File: src/rtl/qpp_pkg.sv
package qpp_pkg;
  localparam int unsigned QPP_AW    = 13;
  localparam int unsigned QPP_LANES = 8;

  function automatic int unsigned clog2_fn(input int unsigned v);
    int unsigned r;
    r = 0;
    while ((1 << r) < v) r++;
    return r;
  endfunction
endpackage

File: src/rtl/qpp_modadd.sv
// (a + b) mod k for a, b < k: form the sum and sum - k, and let the sign pick.
module qpp_modadd #(
  parameter int unsigned AW = 13
) (
  input  logic [AW-1:0] a,
  input  logic [AW-1:0] b,
  input  logic [AW-1:0] k,
  output logic [AW-1:0] y
);
  logic [AW:0]   sum;
  logic [AW+1:0] diff;

  always_comb begin
    sum  = {1'b0, a} + {1'b0, b};
    diff = {1'b0, sum} - {2'b00, k};
    y    = diff[AW+1] ? sum[AW-1:0] : diff[AW-1:0];
  end
endmodule

File: src/rtl/qpp_lane.sv
module qpp_lane #(
  parameter int unsigned AW = 13
) (
  input  logic          clk,
  input  logic          rst,
  input  logic          load,
  input  logic          adv,
  input  logic [AW-1:0] k,
  input  logic [AW-1:0] step,
  input  logic [AW-1:0] a_init,
  input  logic [AW-1:0] g_init,
  output logic [AW-1:0] a_q
);
  logic [AW-1:0] g_q;
  logic [AW-1:0] a_next;
  logic [AW-1:0] g_next;

  qpp_modadd #(.AW(AW)) u_addr_add (.a(a_q), .b(g_q),  .k(k), .y(a_next));
  qpp_modadd #(.AW(AW)) u_inc_add  (.a(g_q), .b(step), .k(k), .y(g_next));

  always_ff @(posedge clk) begin
    if (rst) begin
      a_q <= '0;
      g_q <= '0;
    end else if (load) begin
      a_q <= a_init;
      g_q <= g_init;
    end else if (adv) begin
      a_q <= a_next;
      g_q <= g_next;
    end
  end

  // each advance applies the modular recursion to the previous state
  assert_recursion_R3: assert property (@(posedge clk) disable iff (rst)
    $past(adv) && !$past(load) && !$past(rst) |->
      ({1'b0, a_q} == (({1'b0, $past(a_q)} + {1'b0, $past(g_q)}) % {1'b0, k})));

  // the increment register stays reduced below K once loaded
  assert_inc_range_R4: assert property (@(posedge clk) disable iff (rst)
    $past(load) && !$past(rst) && (k != '0) |-> (g_q < k));

  // without load or advance, the lane holds its address
  assert_hold_R5: assert property (@(posedge clk) disable iff (rst)
    !$past(load) && !$past(adv) && !$past(rst) |-> $stable(a_q));
endmodule

File: src/rtl/qpp_ctrl.sv
module qpp_ctrl #(
  parameter int unsigned AW = 13
) (
  input  logic          clk,
  input  logic          rst,
  input  logic          start,
  input  logic [AW-1:0] seg_len,
  output logic          valid,
  output logic          adv
);
  logic [AW-1:0] remaining;

  always_ff @(posedge clk) begin
    if (rst) begin
      valid     <= 1'b0;
      remaining <= '0;
    end else if (start) begin
      valid     <= (seg_len != '0);
      remaining <= seg_len;
    end else if (valid) begin
      if (remaining == AW'(1)) valid <= 1'b0;
      remaining <= remaining - AW'(1);
    end
  end

  // lanes advance on every valid cycle except the last, so they hold afterwards
  assign adv = valid && (remaining != AW'(1));

  // a start with a non-empty segment opens a valid window
  assert_start_valid_R2: assert property (@(posedge clk) disable iff (rst)
    start && (seg_len != '0) |=> valid);

  // valid can only rise because of a start
  assert_valid_rise_R5: assert property (@(posedge clk) disable iff (rst)
    $rose(valid) |-> $past(start));
endmodule

File: src/rtl/qpp_addr_gen.sv
module qpp_addr_gen #(
  parameter int unsigned AW    = qpp_pkg::QPP_AW,
  parameter int unsigned LANES = qpp_pkg::QPP_LANES
) (
  input  logic                   clk,
  input  logic                   rst,
  input  logic                   start_i,
  input  logic [AW-1:0]          k_i,
  input  logic [AW-1:0]          f1_i,
  input  logic [AW-1:0]          f2_i,
  input  logic [(LANES-1)*AW-1:0] seed_addr_i,
  input  logic [(LANES-1)*AW-1:0] seed_inc_i,
  output logic [LANES*AW-1:0]    addr_o,
  output logic                   valid_o
);
  localparam int unsigned LOG_L = qpp_pkg::clog2_fn(LANES);

  logic [AW-1:0] k_q;
  logic [AW-1:0] step_q;
  logic [AW-1:0] step_d;
  logic [AW-1:0] g0_d;
  logic [AW-1:0] seg_len;
  logic          adv;

  // shared by all lanes: 2*f2 mod K and lane 0's first increment
  qpp_modadd #(.AW(AW)) u_step_add (.a(f2_i), .b(f2_i), .k(k_i), .y(step_d));
  qpp_modadd #(.AW(AW)) u_g0_add   (.a(f1_i), .b(f2_i), .k(k_i), .y(g0_d));

  assign seg_len = k_i >> LOG_L;

  always_ff @(posedge clk) begin
    if (rst) begin
      k_q    <= '0;
      step_q <= '0;
    end else if (start_i) begin
      k_q    <= k_i;
      step_q <= step_d;
    end
  end

  qpp_ctrl #(.AW(AW)) u_ctrl (
    .clk(clk), .rst(rst), .start(start_i), .seg_len(seg_len),
    .valid(valid_o), .adv(adv)
  );

  for (genvar i = 0; i < LANES; i++) begin : g_lane
    logic [AW-1:0] a_init;
    logic [AW-1:0] g_init;
    logic [AW-1:0] a_lane;
    if (i == 0) begin : g_first
      assign a_init = '0;
      assign g_init = g0_d;
    end else begin : g_rest
      assign a_init = seed_addr_i[(i-1)*AW +: AW];
      assign g_init = seed_inc_i[(i-1)*AW +: AW];
    end

    qpp_lane #(.AW(AW)) u_lane (
      .clk(clk), .rst(rst), .load(start_i), .adv(adv),
      .k(k_q), .step(step_q), .a_init(a_init), .g_init(g_init),
      .a_q(a_lane)
    );
    assign addr_o[i*AW +: AW] = a_lane;

    // each lane address lies below K while valid
    assert_addr_range_R6: assert property (@(posedge clk) disable iff (rst)
      valid_o && !$past(start_i) |-> (a_lane < k_q));
  end

  // reset clears valid
  assert_reset_R1: assert property (@(posedge clk)
    $past(rst) |-> !valid_o);
endmodule

File: config.mk
export PLATFORM = sky130hd
export DESIGN_NAME = qpp_addr_gen
export DESIGN_NICKNAME = d
export VERILOG_FILES = /design/src/rtl/qpp_pkg.sv /design/src/rtl/qpp_modadd.sv /design/src/rtl/qpp_lane.sv /design/src/rtl/qpp_ctrl.sv /design/src/rtl/qpp_addr_gen.sv
export SDC_FILE = /design/constraint.sdc
export NUM_CORES = 2
export LEC_CHECK = 0
export ABC_CLOCK_PERIOD_IN_PS = 12700
export CAP_MARGIN = 15
export CORE_UTILIZATION = 51
export DETAILED_ROUTE_END_ITERATION = 8
export PLACE_DENSITY = 0.83
export SYNTH_ARGS = -nofsm -noshare
export SYNTH_HDL_FRONTEND = slang
export SYNTH_SLANG_ARGS = --single-unit
File: constraint.sdc
create_clock -name clk -period 12.7 [get_ports clk]
set_input_delay 2.54 -clock clk [delete_from_list [all_inputs] [get_ports clk]]
set_output_delay 2.54 -clock clk [all_outputs]
set_load 0.05 [all_outputs]
# ---- Word-level counts from Yosys, hierarchy flattened
# Index checks and enable logic that the tools add are counted.
dict set report totals {
  ff_bits 248
  inputBits 224
  elab_cells 118
}
dict set report op_classes {
  addsub 37
  eq_ne 2
  mux 53
  reduce_logical 5
}
# op n
set op_table {}
lappend op_table {{13-bit two-way mux} 48}
lappend op_table {{14-bit by 13-bit subtractor with 15-bit output} 18}
lappend op_table {{13-bit by 13-bit adder with 14-bit output} 18}
lappend op_table {{10-bit two-way mux} 2}
lappend op_table {{13-bit by 1-bit equality test with 1-bit output (second input constant)} 1}
lappend op_table {{13-bit by 1-bit inequality test with 1-bit output (second input constant)} 1}
lappend op_table {{13-bit nonzero test} 1}
lappend op_table {{13-bit by 1-bit subtractor with 13-bit output (second input constant)} 1}
lappend op_table {{2-bit nonzero test} 2}
lappend op_table {{1-bit two-way mux} 3}
lappend op_table {{2-bit OR reduction} 1}
lappend op_table {{1-bit logical AND} 1}

# ---- Logic depth before layout (Yosys ltp)
dict set report logic_depth {
  word_depth 5
  ltp_mapped 20
  mapped_depth_nobuf 18
}

# ---- Cells and area by module
# Synthesis repeated with hierarchy kept, for this count alone.
dict set report hier_totals {
  cells_unflattened 4436
  area_unflattened_um2 37508.5
}
# module instances cells_per_inst area_each_um2 seq_area_each_um2
set by_module_without_submodules {}
lappend by_module_without_submodules {{qpp_modadd at g_lane[0].u_lane.u_addr_add ...} 9 186 1440.1 0.0}
lappend by_module_without_submodules {qpp_lane 8 115 1248.7 520.5}
lappend by_module_without_submodules {{qpp_modadd at g_lane[5].u_lane.u_addr_add ...} 7 185 1416.4 0.0}
lappend by_module_without_submodules {{qpp_modadd at u_g0_add} 1 183 1455.1 0.0}
lappend by_module_without_submodules {{qpp_modadd at g_lane[4].u_lane.u_inc_add} 1 185 1445.1 0.0}
lappend by_module_without_submodules {qpp_addr_gen 1 85 947.2 520.5}
lappend by_module_without_submodules {qpp_ctrl 1 94 795.8 280.3}

# ---- Worst setup path after synthesis
# No wires, ideal clock.
dict set report synth_timing {
  path_type {input -> register}
  start {input port f1_i[0]}
  end {register g_lane[0].u_lane.g_q[1]}
  t_arrival_ps 5931
  required_ps 12605
  slack_ps 6674
  path_stages 18
  path_cell_list {ha_1 inv_1 fa_1 nor2b_1 o31a_1 o21a_1 nor2_1 xnor2_1 ha_1 or2_2 a2111oi_2 a211oi_1 o41ai_1 o211ai_1 clkbuf_1 nor2_1 a21oi_1 a221oi_1}
}
dict set report synth_via {
  elab_chain_cells 4
}
# item line
set synth_rtl {}
lappend synth_rtl {{from (decl)} qpp_addr_gen.sv:9} ;# input logic [AW-1:0] f1_i,
lappend synth_rtl {{13-bit by 13-bit adder with 14-bit output *} qpp_modadd.sv:14} ;# sum = {1'b0, a} + {1'b0, b};
lappend synth_rtl {{14-bit by 13-bit subtractor with 15-bit output} qpp_modadd.sv:15} ;# diff = {1'b0, sum} - {2'b00, k};
lappend synth_rtl {{13-bit two-way mux *} qpp_modadd.sv:16} ;# y = diff[AW+1] ? sum[AW-1:0] : diff[AW-1:0];
lappend synth_rtl {{13-bit two-way mux *} qpp_lane.sv:25} ;# end else if (load) begin
lappend synth_rtl {{to (signal assigned)} qpp_lane.sv:27} ;# g_q <= g_init;
lappend synth_rtl {{to (signal assigned)} qpp_lane.sv:30} ;# g_q <= g_next;
lappend synth_rtl {{to (decl)} qpp_lane.sv:14} ;# logic [AW-1:0] g_q;
# Mark *: on every way between the ends. The rest lies on a longest branch, timed or not.
# A chain may end at the register's enable or synchronous reset.

# ---- Final worst setup path
dict set report layout_timing {
  start {input port f2_i[0]}
  end {register g_lane[0].u_lane.g_q[4]}
}
dict set report layout_via {
  elab_chain_cells 4
}
# item line
set layout_rtl {}
lappend layout_rtl {{from (decl)} qpp_addr_gen.sv:10} ;# input logic [AW-1:0] f2_i,
lappend layout_rtl {{13-bit by 13-bit adder with 14-bit output *} qpp_modadd.sv:14}
lappend layout_rtl {{14-bit by 13-bit subtractor with 15-bit output} qpp_modadd.sv:15}
lappend layout_rtl {{13-bit two-way mux *} qpp_modadd.sv:16}
lappend layout_rtl {{13-bit two-way mux *} qpp_lane.sv:25}
# Marked as above.

==> metrics <==
setup bufs post-CTS 0; unrepaired setup endpoints after global routing false; commonest cells after routing, fill and taps aside sky130_fd_sc_hd__ha_1, sky130_fd_sc_hd__nor2_1, sky130_fd_sc_hd__clkdlybuf4s50_1; most common cell after layout, fill and taps aside sky130_fd_sc_hd__ha_1; number of maximum-capacitance violations 0; max incr delay on CP 0.56 ns; Hold Crit Depth 2; critical path's slowest cell sky130_fd_sc_hd__clkdlybuf4s50_1; wire length reported by the detailed router 110 mm; Buffers on Ports about 330; number of failing hold endpoints at the final stage 0; DRC errors left 0; final estimated routing congestion in global placement 0.976; die height approximately 250 µm; number of synthesized flops with an enable pin 0; number of distinct library cells after synthesis 76; number of rows created at floorplan just under 90; number of cell instances on the worst register-to-register path 18; met2 routed wirelength approximately 48 mm; Final Cycle Share between 50 and 60%; area of the core around 60,000 µm²; startpoint-to-endpoint class of the critical path in2reg; maximum count of clock buffers along a single path 3; asr flop ratio synth 0%; maximum level of the CTS H-tree 2; type of element launching the critical path primary input; slack of the worst reg-to-reg path roughly 7.0 ns; area of the die roughly 62,000 µm²; initial core utilization 52.1%; drt first-iter violations about 2,800; via count of the first global-routing pass between 30,000 and 40,000; number of antenna violations at the first check in global routing 5; leakage power 15.9 nW; fin crit period about 6.5 ns; flip-flop cell with the highest count after synthesis sky130_fd_sc_hd__dfxtp_1; vias after detailed routing around 32,000; Global Route Usage Sum between 30% and 40%; DR WL met3 about 11 mm; Pins Over Slew Limit 0; detailed placement HPWL between 80 and 90 mm; number of gates resized after cts 0; worst hold slack between 0.4 and 0.5 ns; Area Overhead vs Synth 17.6%; CTS Buf Count 34; proportion of layout cells with a drive suffix above 1 ~4%; average wire per cell in the routed design 21.6 µm; reg-to-reg critical path startpoint step_q[0]$_SDFFE_PP0P_; Setup TNS 0 ns; number of buffers inserted by hold repair at cts 0; Crit path required time 13.12 ns; PD cells between 150 and 200 nW/µm²; ratio of routed vias to standard cells around 6.3; maximum operating frequency 154 MHz; root buffer selected by CTS sky130_fd_sc_hd__clkbuf_16; total I/O pin count approximately 330; average cell area after synthesis 7.75 µm²; topmost layer with routed signal wires met5; cell repeated most along the worst path sky130_fd_sc_hd__ha_1; data arrival time of the worst path roughly 6.9 ns; post-route antenna net violation count 0; maximum number of pins on one net before global-route repair 92; Yosys reg bits approximately 250; die span in x ~250 µm; net count of the finished layout between 4,000 and 5,000; CTS tree done; global-route wire length before repair 168 mm; drt first pass iters 8; routed length on met1 44.0 mm; worst clock skew on the final layout approximately 0.02 ns; source-to-sink clock delay at the later pin of the worst-skew pair 0.56 ns; path category of the worst min-delay check reg2reg; total number of yosys warnings 0; cell chain of the critical path clkdlybuf4s50_1 -> ha_1 -> inv_1 -> fa_1 -> nor2b_1 -> o31a_1 -> o21a_1 -> nor2_1 -> xnor2_1 -> ha_1 -> or2_2 -> a2111oi_2 -> a211oi_1 -> o41ai_1 -> o211ai_1 -> buf_4 -> nand2_1 -> o21ai_0 -> a2111oi_0; measured slew at the worst slew-check pin between 1 and 1.5 ns; total number of clock tree sinks between 200 and 250; Layout fillers about 5,300; placed insts ~5,000; proportion of synthesized chip area in sequential cells about 16%; cell area after synthesis between 30,000 and 40,000 µm²; startpoint of the tightest hold check path k_q[4]$_SDFFE_PP0P_; worst ir drop on vdd roughly 0.1 mV; status finished, final reports clean; Max-slew headroom a little under a quarter; count of non-filler cells in the finished layout roughly 5,000; number of failing setup endpoints in the final timing report 0; gr ovfl total 0; crit end category flop; synthesized netlist net count between 4,000 and 5,000; Hold Crit Endpoint k_q[4]$_SDFFE_PP0P_; largest driver fanout on the critical path 18; number of instances in the synthesized netlist around 4,000; reg2reg end g_lane[4].u_lane.g_q[8]$_SDFFE_PP0P_; clock input transition at the sequential cells of the worst setup and hold paths 0.06 ns
-- registers in the layout, indices dropped and copies added (netlist names) --
signal / flops
g_lane.u_lane.a_q: 104
g_lane.u_lane.g_q: 104
k_q: 13
step_q: 13
u_ctrl.remaining: 13
u_ctrl.valid: 1
-- cell usage after synthesis (all sizes together) (17+ instances only) --
library cell / count / area (µm²)
xnor2: 236 / 2070
clkbuf: 86 / 323
o21bai: 36 / 270
nand3: 118 / 591
inv: 197 / 739
o211ai: 48 / 360
nor2b: 78 / 488
or2: 18 / 113
mux2i: 124 / 1240
a211oi: 108 / 811
or3: 33 / 206
a31o: 20 / 175
nor3: 128 / 641
a21oi: 311 / 1560
and3: 34 / 213
nand2: 258 / 971
fa: 35 / 701
dfxtp: 248 / 4960
a21o: 100 / 751
o22ai: 24 / 150
a31oi: 42 / 263
a22oi: 63 / 473
buf: 46 / 220
xor2: 101 / 885
o21a: 60 / 450
and2: 17 / 106
a211o: 21 / 184
a2111oi: 20 / 195
ha: 456 / 5710
nand2b: 40 / 250
o21ai: 304 / 1520
nor2: 344 / 1290
o31ai: 39 / 293
-- critical path, delay by kind of cell --
family | cells | cell delay (ns)
and+or+nand+nor | 4 | 0.63
adders and majority gates | 3 | 0.84
buffers and inverters | 3 | 0.86
AOI/OAI and AO/OA | 8 | 1.88
xor gates and xnor gates | 1 | 0.14
-- stage by stage --
| step | total power, W | util, % | setup slack, ns | instance area [µm²] |
|---|---|---|---|---|
| after CTS | 0.00643 | 61.2 | 6.27 | 36400 |
| final | 0.00651 | 61.2 | 6.21 | 36400 |
| after global routing | 0.00697 | 61.2 | 5.87 | 36400 |
| after floorplan | 0.00429 | - | 6.67 | 31000 |
| after global placement | 0.00517 | 59.0 | 5.80 | 35100 |
| after detailed placement | 0.00525 | 59.0 | 5.72 | 35100 |
-- area by class of cell --
| cell class | instances | area, µm² | share of cell area, % |
|---|---|---|---|
| multi-input cells | 3421 | 24800 | 68.0 |
| flip-flops and latches | 248 | 4960 | 13.6 |
| repair buffers | 378 | 3660 | 10.1 |
| clock buffers | 48 | 1050 | 2.88 |
| well taps | 773 | 967 | 2.66 |
| inverters | 197 | 739 | 2.03 |
| clock inverters | 14 | 273 | 0.749 |
| diodes | 2 | 5.00 | 0.0137 |
-- logic make-up after synthesis --
kind of cell,synth area share [%]
compound gates,28.0
simple gates,17.3
mux,4.34
buf+inv,4.14
fa+ha+maj,20.7
flops,16.0
xor+xnor,9.53
-- how the worst max path moves through the flow --
stage | start | end | slack (ns)
3_5_place_dp | f2_i[0] | g_lane[0].u_lane.g_q[4]$_SDFFE_PP0P_ | 5.72
4_1_cts | f2_i[0] | g_lane[0].u_lane.g_q[4]$_SDFFE_PP0P_ | 6.27
3_3_place_gp | f2_i[0] | g_lane[0].u_lane.g_q[4]$_SDFFE_PP0P_ | 5.80
6_report | f2_i[0] | g_lane[0].u_lane.g_q[4]$_SDFFE_PP0P_ | 6.21
2_1_floorplan | f1_i[0] | g_lane[0].u_lane.g_q[1]$_SDFFE_PP0P_ | 6.67
5_1_grt | f2_i[0] | g_lane[0].u_lane.g_q[5]$_SDFFE_PP0P_ | 5.87
-- report_power, final --
part / switching, W / internal, W
Sequential: 0.000143 / 0.000885
Clock: 0.000413 / 0.000737
Combinational: 0.00250 / 0.00183
-- layer usage --
layer  GRT usage (%)  up-vias
li1                -    15431
met1            42.4    14939
met2            54.9     1498
met3            6.87      374
met4            21.0       12
met5               0        -
Note: power is estimated with default switching activity, not from simulation.
